===== src/rtl/fsc_pkg.sv =====
package fsc_pkg;

  typedef enum logic [2:0] {
    OP_NOP       = 3'd0,
    OP_PROGRAM   = 3'd1,
    OP_ERASE     = 3'd2,
    OP_SUSPEND   = 3'd3,
    OP_RESUME    = 3'd4,
    OP_CLEAR     = 3'd5,
    OP_READ_STAT = 3'd6
  } op_e;

  typedef enum logic [2:0] {
    S_IDLE   = 3'd0,
    S_CHECK  = 3'd1,
    S_PULSE  = 3'd2,
    S_VERIFY = 3'd3,
    S_SUSP   = 3'd4
  } state_e;

  typedef struct packed {
    logic eerr;
    logic perr;
    logic vpp;
    logic lock;
  } err_set_t;

  localparam int unsigned NUM_STICKY = 4;
  localparam logic [7:0]  STICKY_MASK = 8'h3A;

endpackage


===== src/rtl/fsc_cmd_decode.sv =====
module fsc_cmd_decode
  import fsc_pkg::*;
(
  input  logic       valid_i,
  input  logic [2:0] op_i,
  output logic       prog_o,
  output logic       erase_o,
  output logic       suspend_o,
  output logic       resume_o,
  output logic       clear_o
);

  op_e op;
  assign op = op_e'(op_i);

  assign prog_o    = valid_i && (op == OP_PROGRAM);
  assign erase_o   = valid_i && (op == OP_ERASE);
  assign suspend_o = valid_i && (op == OP_SUSPEND);
  assign resume_o  = valid_i && (op == OP_RESUME);
  assign clear_o   = valid_i && (op == OP_CLEAR);

endmodule


===== src/rtl/fsc_pulse_timer.sv =====
module fsc_pulse_timer #(
  parameter int unsigned PULSE_CYCLES     = 16,
  parameter int unsigned MAX_ERASE_PULSES = 8,
  parameter int unsigned MAX_PROG_PULSES  = 4
) (
  input  logic clk_i,
  input  logic rst_ni,
  input  logic load_i,
  input  logic next_i,
  input  logic tick_i,
  input  logic is_erase_i,
  output logic pulse_end_o,
  output logic last_pulse_o
);

  localparam int unsigned MAX_PULSES =
    (MAX_ERASE_PULSES > MAX_PROG_PULSES) ? MAX_ERASE_PULSES : MAX_PROG_PULSES;
  localparam int unsigned NUM_W = $clog2(MAX_PULSES + 1);

  logic [NUM_W-1:0] num_q;

  always_ff @(posedge clk_i or negedge rst_ni) begin
    if (!rst_ni)     num_q <= '0;
    else if (load_i) num_q <= NUM_W'(1);
    else if (next_i) num_q <= num_q + NUM_W'(1);
  end

  assign last_pulse_o = is_erase_i ? (num_q == NUM_W'(MAX_ERASE_PULSES))
                                   : (num_q == NUM_W'(MAX_PROG_PULSES));

  generate
    if (PULSE_CYCLES <= 1) begin : g_single
      assign pulse_end_o = 1'b1;
    end else begin : g_count
      localparam int unsigned CNT_W = $clog2(PULSE_CYCLES);
      logic [CNT_W-1:0] cnt_q;

      always_ff @(posedge clk_i or negedge rst_ni) begin
        if (!rst_ni)                cnt_q <= '0;
        else if (load_i || next_i)  cnt_q <= '0;
        else if (tick_i)            cnt_q <= pulse_end_o ? '0 : cnt_q + CNT_W'(1);
      end

      assign pulse_end_o = (cnt_q == CNT_W'(PULSE_CYCLES - 1));
    end
  endgenerate

endmodule


===== src/rtl/fsc_seq_fsm.sv =====
module fsc_seq_fsm
  import fsc_pkg::*;
#(
  parameter int unsigned NUM_BLOCKS     = 4,
  parameter int unsigned BLK_W          = 2,
  parameter bit          ALLOW_ZERO_VPP = 1'b0
) (
  input  logic                  clk_i,
  input  logic                  rst_ni,
  input  logic                  prog_i,
  input  logic                  erase_i,
  input  logic                  suspend_i,
  input  logic                  resume_i,
  input  logic [BLK_W-1:0]      blk_i,
  input  logic [NUM_BLOCKS-1:0] lock_i,
  input  logic                  vpp_ok_i,
  input  logic                  verify_ok_i,
  input  logic                  pulse_end_i,
  input  logic                  last_pulse_i,
  output logic                  t_load_o,
  output logic                  t_next_o,
  output logic                  t_tick_o,
  output logic                  is_erase_o,
  output logic                  busy_o,
  output logic                  susp_erase_o,
  output logic                  susp_prog_o,
  output err_set_t              err_set_o
);

  state_e           state_q, state_d, ret_q, ret_d;
  logic             erase_q, erase_d;
  logic [BLK_W-1:0] blk_q, blk_d;
  logic             vpp_bad;

  assign vpp_bad = !ALLOW_ZERO_VPP && !vpp_ok_i;

  always_comb begin
    state_d   = state_q;
    ret_d     = ret_q;
    erase_d   = erase_q;
    blk_d     = blk_q;
    err_set_o = '0;
    t_load_o  = 1'b0;
    t_next_o  = 1'b0;
    t_tick_o  = 1'b0;
    unique case (state_q)
      S_IDLE: begin
        if (prog_i || erase_i) begin
          state_d = S_CHECK;
          erase_d = erase_i;
          blk_d   = blk_i;
        end
      end
      S_CHECK, S_PULSE, S_VERIFY: begin
        if (suspend_i) begin
          // freeze everything; timer holds because no control strobe fires
          ret_d   = state_q;
          state_d = S_SUSP;
        end else if (state_q == S_CHECK) begin
          if (lock_i[blk_q]) begin
            err_set_o.lock = 1'b1;
            state_d        = S_IDLE;
          end else if (vpp_bad) begin
            err_set_o.vpp = 1'b1;
            state_d       = S_IDLE;
          end else begin
            t_load_o = 1'b1;
            state_d  = S_PULSE;
          end
        end else if (state_q == S_PULSE) begin
          t_tick_o = 1'b1;
          if (pulse_end_i) state_d = S_VERIFY;
        end else begin
          if (vpp_bad) begin
            err_set_o.vpp = 1'b1;
            state_d       = S_IDLE;
          end else if (verify_ok_i) begin
            state_d = S_IDLE;
          end else if (last_pulse_i) begin
            err_set_o.eerr = erase_q;
            err_set_o.perr = !erase_q;
            state_d        = S_IDLE;
          end else begin
            t_next_o = 1'b1;
            state_d  = S_PULSE;
          end
        end
      end
      S_SUSP: begin
        if (resume_i) state_d = ret_q;
      end
      default: state_d = S_IDLE;
    endcase
  end

  always_ff @(posedge clk_i or negedge rst_ni) begin
    if (!rst_ni) begin
      state_q <= S_IDLE;
      ret_q   <= S_IDLE;
      erase_q <= 1'b0;
      blk_q   <= '0;
    end else begin
      state_q <= state_d;
      ret_q   <= ret_d;
      erase_q <= erase_d;
      blk_q   <= blk_d;
    end
  end

  assign is_erase_o   = erase_q;
  assign busy_o       = (state_q == S_CHECK) || (state_q == S_PULSE) || (state_q == S_VERIFY);
  assign susp_erase_o = (state_q == S_SUSP) && erase_q;
  assign susp_prog_o  = (state_q == S_SUSP) && !erase_q;

endmodule


===== src/rtl/fsc_status_reg.sv =====
module fsc_status_reg
  import fsc_pkg::*;
#(
  parameter bit ALLOW_ZERO_VPP = 1'b0
) (
  input  logic       clk_i,
  input  logic       rst_ni,
  input  err_set_t   set_i,
  input  logic       clear_i,
  input  logic       busy_i,
  input  logic       susp_erase_i,
  input  logic       susp_prog_i,
  output logic [7:0] status_o
);

  logic [NUM_STICKY-1:0] set_vec, sticky_q;
  logic                  vpp_bit;

  assign set_vec = {set_i.eerr, set_i.perr, set_i.vpp, set_i.lock};

  generate
    for (genvar i = 0; i < NUM_STICKY; i++) begin : g_sticky
      // a same-cycle set wins over clear
      always_ff @(posedge clk_i or negedge rst_ni) begin
        if (!rst_ni)         sticky_q[i] <= 1'b0;
        else if (set_vec[i]) sticky_q[i] <= 1'b1;
        else if (clear_i)    sticky_q[i] <= 1'b0;
      end
    end
  endgenerate

  assign vpp_bit = sticky_q[1] && !ALLOW_ZERO_VPP;

  assign status_o = {!busy_i, susp_erase_i, sticky_q[3], sticky_q[2],
                     vpp_bit, susp_prog_i, sticky_q[0], 1'b0};

endmodule


===== src/rtl/flash_status_ctrl.sv =====
module flash_status_ctrl
  import fsc_pkg::*;
#(
  parameter int unsigned NUM_BLOCKS       = 4,
  parameter int unsigned BLK_W            = (NUM_BLOCKS > 1) ? $clog2(NUM_BLOCKS) : 1,
  parameter int unsigned PULSE_CYCLES     = 16,
  parameter int unsigned MAX_ERASE_PULSES = 8,
  parameter int unsigned MAX_PROG_PULSES  = 4,
  parameter bit          ALLOW_ZERO_VPP   = 1'b0
) (
  input  logic                  clk_i,
  input  logic                  rst_ni,
  input  logic                  cmd_valid_i,
  input  logic [2:0]            cmd_op_i,
  input  logic [BLK_W-1:0]      cmd_blk_i,
  input  logic                  vpp_ok_i,
  input  logic [NUM_BLOCKS-1:0] lock_i,
  input  logic                  verify_ok_i,
  output logic [7:0]            status_o,
  output logic                  ready_o
);

  logic     prog, erase, suspend, resume, clear;
  logic     t_load, t_next, t_tick, is_erase, pulse_end, last_pulse;
  logic     busy, susp_erase, susp_prog;
  err_set_t err_set;

  fsc_cmd_decode u_dec (
    .valid_i   (cmd_valid_i),
    .op_i      (cmd_op_i),
    .prog_o    (prog),
    .erase_o   (erase),
    .suspend_o (suspend),
    .resume_o  (resume),
    .clear_o   (clear)
  );

  fsc_seq_fsm #(
    .NUM_BLOCKS     (NUM_BLOCKS),
    .BLK_W          (BLK_W),
    .ALLOW_ZERO_VPP (ALLOW_ZERO_VPP)
  ) u_fsm (
    .clk_i        (clk_i),
    .rst_ni       (rst_ni),
    .prog_i       (prog),
    .erase_i      (erase),
    .suspend_i    (suspend),
    .resume_i     (resume),
    .blk_i        (cmd_blk_i),
    .lock_i       (lock_i),
    .vpp_ok_i     (vpp_ok_i),
    .verify_ok_i  (verify_ok_i),
    .pulse_end_i  (pulse_end),
    .last_pulse_i (last_pulse),
    .t_load_o     (t_load),
    .t_next_o     (t_next),
    .t_tick_o     (t_tick),
    .is_erase_o   (is_erase),
    .busy_o       (busy),
    .susp_erase_o (susp_erase),
    .susp_prog_o  (susp_prog),
    .err_set_o    (err_set)
  );

  fsc_pulse_timer #(
    .PULSE_CYCLES     (PULSE_CYCLES),
    .MAX_ERASE_PULSES (MAX_ERASE_PULSES),
    .MAX_PROG_PULSES  (MAX_PROG_PULSES)
  ) u_timer (
    .clk_i        (clk_i),
    .rst_ni       (rst_ni),
    .load_i       (t_load),
    .next_i       (t_next),
    .tick_i       (t_tick),
    .is_erase_i   (is_erase),
    .pulse_end_o  (pulse_end),
    .last_pulse_o (last_pulse)
  );

  fsc_status_reg #(
    .ALLOW_ZERO_VPP (ALLOW_ZERO_VPP)
  ) u_stat (
    .clk_i        (clk_i),
    .rst_ni       (rst_ni),
    .set_i        (err_set),
    .clear_i      (clear),
    .busy_i       (busy),
    .susp_erase_i (susp_erase),
    .susp_prog_i  (susp_prog),
    .status_o     (status_o)
  );

  assign ready_o = !busy;

endmodule


===== config.mk =====
export PLATFORM = sky130hd
export DESIGN_NAME = flash_status_ctrl
export DESIGN_NICKNAME = d
export VERILOG_FILES = /design/src/rtl/fsc_pkg.sv /design/src/rtl/fsc_cmd_decode.sv /design/src/rtl/fsc_pulse_timer.sv /design/src/rtl/fsc_seq_fsm.sv /design/src/rtl/fsc_status_reg.sv /design/src/rtl/flash_status_ctrl.sv
export SDC_FILE = /design/constraint.sdc
export NUM_CORES = 1
export LEC_CHECK = 0
export CAP_MARGIN = 10
export CORE_ASPECT_RATIO = 0.7
export CORE_MARGIN = 2
export CORE_UTILIZATION = 25
export DETAILED_ROUTE_END_ITERATION = 7
export PLACE_DENSITY = 0.51
export SLEW_MARGIN = 0
export SYNTH_ARGS = -nofsm -noshare
export SYNTH_HDL_FRONTEND = slang
export SYNTH_SLANG_ARGS = --single-unit

===== constraint.sdc =====
create_clock -name clk_i -period 1.9 [get_ports clk_i]
set_input_delay 0.57 -clock clk_i [delete_from_list [all_inputs] [get_ports clk_i]]
set_output_delay 0.57 -clock clk_i [all_outputs]
set_load 0.03 [all_outputs]

==> results of run 1 <==
## power groups by stage
stage / Clock, mW / Combinational (mW) / Sequential (mW)
finish: 0.301 / 0.851 / 0.676
global placement: 0 / 0.787 / 0.677
CTS: 0.315 / 0.835 / 0.670
detailed placement: 0 / 0.808 / 0.685
global route: 0.334 / 0.937 / 0.694
floorplan: 0 / 0.542 / 0.667
## cell usage after synthesis, drive strengths merged
cell | instances | area (sq um)
dfrtp | 21 | 526
nand4 | 4 | 40.0
mux4 | 1 | 22.5
and4 | 1 | 8.76
or3 | 2 | 12.5
buf | 11 | 76.3
nand2 | 6 | 22.5
and2b | 1 | 7.51
nand4b | 3 | 26.3
mux2 | 2 | 22.5
nor4b | 1 | 8.76
o32ai | 1 | 8.76
a221oi | 1 | 8.76
xor2 | 1 | 8.76
nand3 | 5 | 25.0
o21ai | 14 | 70.1
o22ai | 1 | 6.26
nand2b | 2 | 12.5
nand4bb | 1 | 11.3
or4 | 1 | 7.51
o31ai | 2 | 15.0
or2b | 3 | 23.8
and4b | 1 | 10.0
nor2b | 2 | 20.0
a211oi | 2 | 15.0
nor2 | 8 | 30.0
or3b | 1 | 8.76
nor3b | 1 | 7.51
o32a | 1 | 10.0
conb | 1 | 3.75
or4b | 1 | 10.0
nor3 | 4 | 20.0
a21oi | 8 | 40.0
nor4 | 2 | 27.5
ha | 3 | 37.5
a32o | 2 | 20.0
a21boi | 1 | 7.51
a22o | 1 | 8.76
inv | 5 | 18.8
a31oi | 2 | 12.5
and3b | 1 | 8.76
and3 | 3 | 18.8
## registers in the layout, indices dropped and copies added, names as in the netlist
| register | flops |
|---|---|
| u_fsm.is_erase_o | 1 |
| u_timer.num_q | 4 |
| u_timer.g_count.cnt_q | 4 |
| u_fsm.state_q | 3 |
| u_fsm.ret_q | 3 |
| u_stat.vpp_bit | 1 |
| u_stat.status_o | 3 |
| u_fsm.blk_q | 2 |
## metrics by stage
| stage | std cells | setup TNS (ns) | total power, mW |
|---|---|---|---|
| 6_report | 247 | 0 | 1.83 |
| 5_1_grt | 247 | -0.0501 | 1.97 |
| 4_1_cts | 243 | -0.00793 | 1.82 |
| 3_5_place_dp | 236 | -4.11 | 1.49 |
| 3_3_place_gp | 236 | -3.19 | 1.46 |
| 2_1_floorplan | 135 | 0 | 1.21 |
## per-layer routing
layer | up-vias | wire length [um]
met2 | 30 | 1720
met5 | - | 0
li1 | 584 | -
met1 | 607 | 1520
met3 | 4 | 145
met4 | 0 | 26
## layout make-up
cell class / instances / area [sq um]
tap: 69 / 86.3
multi-input combinational: 98 / 716
timing repair buffer: 50 / 437
inverter: 5 / 18.8
clock buffer: 4 / 45.0
sequential: 21 / 526
fill: 505 / 3090
## final timing paths
kind                                             to  slack (ns)  cells past startpoint
hold / removal                   u_stat.status_o[1]        0.50                      2
max in group asynchronous  u_timer.g_count.cnt_q[0]        1.02                      2
hold reg to reg                  u_stat.status_o[1]        0.50                      2
setup reg to reg                   u_timer.num_q[3]        0.17                      6
setup / recovery                        status_o[2]       0.009                      3
min in group asynchronous            u_fsm.blk_q[1]        0.66                      2
## worst min-delay path, stage by stage, from the launching register on
cell     delay [ns]
dfrtp_1        0.36
nand2_1        0.05
o31ai_1        0.05
## what timing repair did
item | 4_1_cts | 5_1_grt
pin swaps | 5 | 6
endpoints found under the setup margin | 6 | 11
setup buffers | 3 | 4
gates cloned | 0 | 0
gates resized for setup | 5 | 13
## cells by family after synthesis
| kind of cell | after synthesis | share of synthesized area, % |
|---|---|---|
| fa+ha+maj | 3 | 2.87 |
| other cells | 1 | 0.287 |
| xor+xnor | 1 | 0.671 |
| buf+inv | 16 | 7.28 |
| flops | 21 | 40.2 |
| mux | 3 | 3.45 |
| compound gates | 36 | 17.1 |
| simple gates | 54 | 28.2 |
==> impl_metrics.yaml, run 1 <==
run_status:
  status: "finished, final reports clean"
place:
  dp_slack_ns: -0.338
  placed_area_sq_um: 1680
  gp_congestion: 0.799
  port_buffers: 21
  hpwl_um: 2670
setup_path:
  crit_buf_inv: 1
  crit_chain: "or3b_4 -> nor2_4 -> buf_6"
  crit_path_top_delay_cell: "or3b_4"
  startpoint: "u_fsm.state_q[0]"
  max_stage_delay_ns: 0.43
  r2r_start: "u_timer.num_q[0]"
  critPathMaxFanout: 3
  arrival_ns: 1.32
  worstSetupStartpointType: "flip-flop"
  cp-end-kind: "output pin"
  path_class: "reg2out"
  critPathTopFamily: "simple AND/OR/NAND/NOR gates"
  required_ns: 1.33
power_and_ir_drop:
  irDropWorstVdd_mv: 0.577
  power_frac_seq_pct: 37.0
  cellLeakagePower_nw: 0.806
  switchingPower_mw: 0.708
  p_clk_share_pct: 16.5
  combPwrFrac_pct: 46.5
  power.density_nw_per_um2: 1000
  intPower_mw: 1.12
  swShare_pct: 38.7
die:
  die_w_um: 90.4
  core_area_sq_um: 4910
  die_h_um: 64.5
  initial_utilization_pct: 26.6
  rows: 21
  dieArea_sq_um: 5830
  io-pin-count: 23
clocking:
  htreeDepth: 1
  cts_root_buffer: "clkbuf_8"
  cts_buffer_depth: 2
  cts_tree: "yes"
  clk_pin_slew_worst_paths_ns: 0.08
  cts_buffers: 3
  cts.sinks: 21
  insertion_delay_ns: 0.26
  postCtsHoldBufs: 0
timing:
  finalCriticalPeriod_ns: 1.89
  fin_hold_ws_ns: 0.501
  hold_violations: 0
  rsz0062_at_grt: "true"
  clock.fmax_ghz: 0.529
  setup_violations: 0
  finalMaxSlewViolations: 0
  postLayoutSetupSlackWorst_ns: 0.00895
  skew_ns: 0.00496
  post-route-period-util_pct: 99.5
worst_hold_path:
  min_from: "u_stat.status_o[1]"
  hold_class: "reg2reg"
global_routing:
  met1_usage_pct: 15.6
  top_usage_layer: "met2"
  grt_usage_pct: 12.4
  grt_max_degree: 22
  grt_pass1_vias: 1250
  grt-ovfl-total: 0
  use_met2_pct: 21.2
  grt_pass1_wl_um: 5800
  antenna_found_initial: 0
  grt.met3_usage_pct: 3.37
route:
  ant_nets: 0
  drc: 0
  wirelength_um: 3410
  firstDrtPassIters: 5
  vias: 1225
  vias_per_cell: 4.96
  post_drt_wl_per_cell_um: 13.8
  drtIter0Drc: 53
synthesis:
  yosysWarnings: 0
  synth_area_per_cell_sq_um: 9.68
  synth_seq_cells: 21
  synth_cell_types: 48
  netlist_area_sq_um: 1310
  syn-num-nets: 152
  seq_area_frac_synth_pct: 40.2
  synth_cells: 135
layout:
  syn_to_final_growth_pct: 39.9
  mostFrequentLayoutCell: "buf_4"
  num_antenna_cells: 0
  nets: 196
  final_area_sq_um: 1830
  final_util_pct: 37.2
  final_cell_mix: "31 x buf_4, 21 x dfrtp_1, 14 x o21ai_0"
  drive_above_1_share_pct: 28.7
job:
  maxCapViolCount: 0
Note: power is estimated with default switching activity, not from simulation.
==> inputs of run 2 (changes only) <==
Settings changed: SETUP_SLACK_MARGIN set to 0.05.
==> run 2 against run 1 <==
  * Final area increased by 0.75%
  * Via count increased by 2.4%
  * Routed wire length grew 2.3%
  * First-iteration DRC count increased by 45%
  * Largest power group unchanged
==> impl_metrics.yaml, run 2 (synthesis gave the netlist of run 1 again) <==
run_status:
  status: "finished, final reports clean"
die:
  core_area_sq_um: 4910
  initial_utilization_pct: 26.6
  die_h_um: 64.5
  io-pin-count: 23
  rows: 21
  die_w_um: 90.4
  dieArea_sq_um: 5830
power_and_ir_drop:
  power.density_nw_per_um2: 995
  combPwrFrac_pct: 46.5
  irDropWorstVdd_mv: 0.581
  p_clk_share_pct: 16.6
  totalPowerFinal_mw: 1.83
  intPower_mw: 1.11
  cellLeakagePower_nw: 0.785
  power_frac_seq_pct: 36.9
  swShare_pct: 39.2
  switchingPower_mw: 0.719
setup_path:
  reg2reg_to: "u_timer.num_q[3]"
  r2r_start: "u_timer.num_q[0]"
  required_ns: 1.33
  critPathMaxFanout: 3
  r2r_slack_ns: 0.15
  worstRegToRegCells: 6
  cp-end-kind: "output pin"
  arrival_ns: 1.33
  path_class: "reg2out"
  worstSetupStartpointType: "flip-flop"
clocking:
  cts_root_buffer: "clkbuf_8"
  clk_pin_slew_worst_paths_ns: 0.08
  cts_buffer_depth: 2
  insertion_delay_ns: 0.26
  cts_buffers: 3
  cts_tree: "yes"
  cts.sinks: 21
  postCtsHoldBufs: 0
  htreeDepth: 1
job:
  maxCapViolCount: 0
layout:
  area.sequential_sq_um: 526
  nets: 200
  fill_cells: 510
  final_util_pct: 37.5
  drive_above_1_share_pct: 30.8
  final_cell_mix: "36 x buf_4, 21 x dfrtp_1, 13 x o21ai_0"
  biggestRegsByFlops: "u_timer.g_count.cnt_q x4, u_timer.num_q x4"
  syn_to_final_growth_pct: 41.0
  num_antenna_cells: 0
  multi_input_area_sq_um: 721
  mostFrequentLayoutCell: "buf_4"
timing:
  rsz0062_at_grt: "true"
  finalCriticalPeriod_ns: 1.90
  setup_tns_ns: 0
  clock.fmax_ghz: 0.526
  finalMaxSlewViolations: 0
  postLayoutSetupSlackWorst_ns: 0.000501
  post-route-period-util_pct: 100
  setup_violations: 0
  skew_ns: 0.00555
  hold_violations: 0
place:
  dp_slack_ns: -0.338
  port_buffers: 21
  gp_congestion: 0.799
  hpwl_um: 2670
worst_hold_path:
  hold_path_end: "u_stat.status_o[1]"
  hold_depth: 2
  hold_class: "reg2reg"
  min_from: "u_stat.status_o[1]"
route:
  wirelength_um: 3490
  firstDrtPassIters: 4
  drc: 0
  drtIter0Drc: 77
  vias: 1254
  ant_nets: 0
  vias_per_cell: 5.00
  post_drt_wl_per_cell_um: 13.9
global_routing:
  grt_usage_pct: 12.6
  grt_pass1_vias: 1257
  grt-ovfl-total: 0
  grt_pass1_wl_um: 5920
  antenna_found_initial: 0
  grt_max_degree: 22
[run 2: timing repair]
action / in CTS / in global routing
buffers inserted: 5 / 6
resized for setup: 11 / 10
pin swaps: 7 / 4
endpoints found under the setup margin: 15 / 15
[run 2: layer usage]
metal / global-route usage, % / routed length (um)
met4: 3.27 / 27
met5: 0 / 0
met1: 15.9 / 1570
met2: 21.6 / 1740
met3: 3.60 / 158
[run 2: worst max-delay path by stage]
stage	start	end	depth (start not counted)
final	u_fsm.state_q[0]	status_o[2]	3
after global routing	u_fsm.state_q[0]	status_o[2]	3
after CTS	u_fsm.state_q[0]	status_o[2]	3
after detailed placement	cmd_op_i[0]	u_timer.num_q[2]	6
after global placement	cmd_op_i[2]	u_timer.num_q[0]	5
after floorplan	u_fsm.state_q[0]	status_o[7]	5
[run 2: final cells by class]
class                      count  area share (%)
sequential                    21            28.5
tap                           69            4.69
timing repair buffer          54            24.2
inverter                       5            1.02
clock buffer                   4            2.45
multi-input combinational     98            39.1
[run 2: worst max-delay path, stage by stage, from the launching register on]
cell,delay [ns]
dfrtp_1,0.41
or3b_4,0.43
nor2_4,0.09
buf_6,0.13
[run 2: metrics by stage]
step                instance area, sq um  hold WS, ns  instances
floorplan                           1310        0.274        135
global placement                    1680        0.481        236
global route                        1840        0.515        251
CTS                                 1770        0.500        245
detailed placement                  1680        0.486        236
finish                              1840        0.494        251
[run 2: power groups by stage]
stage	Combinational [mW]	Clock [mW]	Sequential (mW)
3_5_place_dp	0.808	0	0.685
5_1_grt	0.939	0.334	0.694
6_report	0.852	0.305	0.676
3_3_place_gp	0.787	0	0.677
2_1_floorplan	0.542	0	0.667
4_1_cts	0.822	0.315	0.669
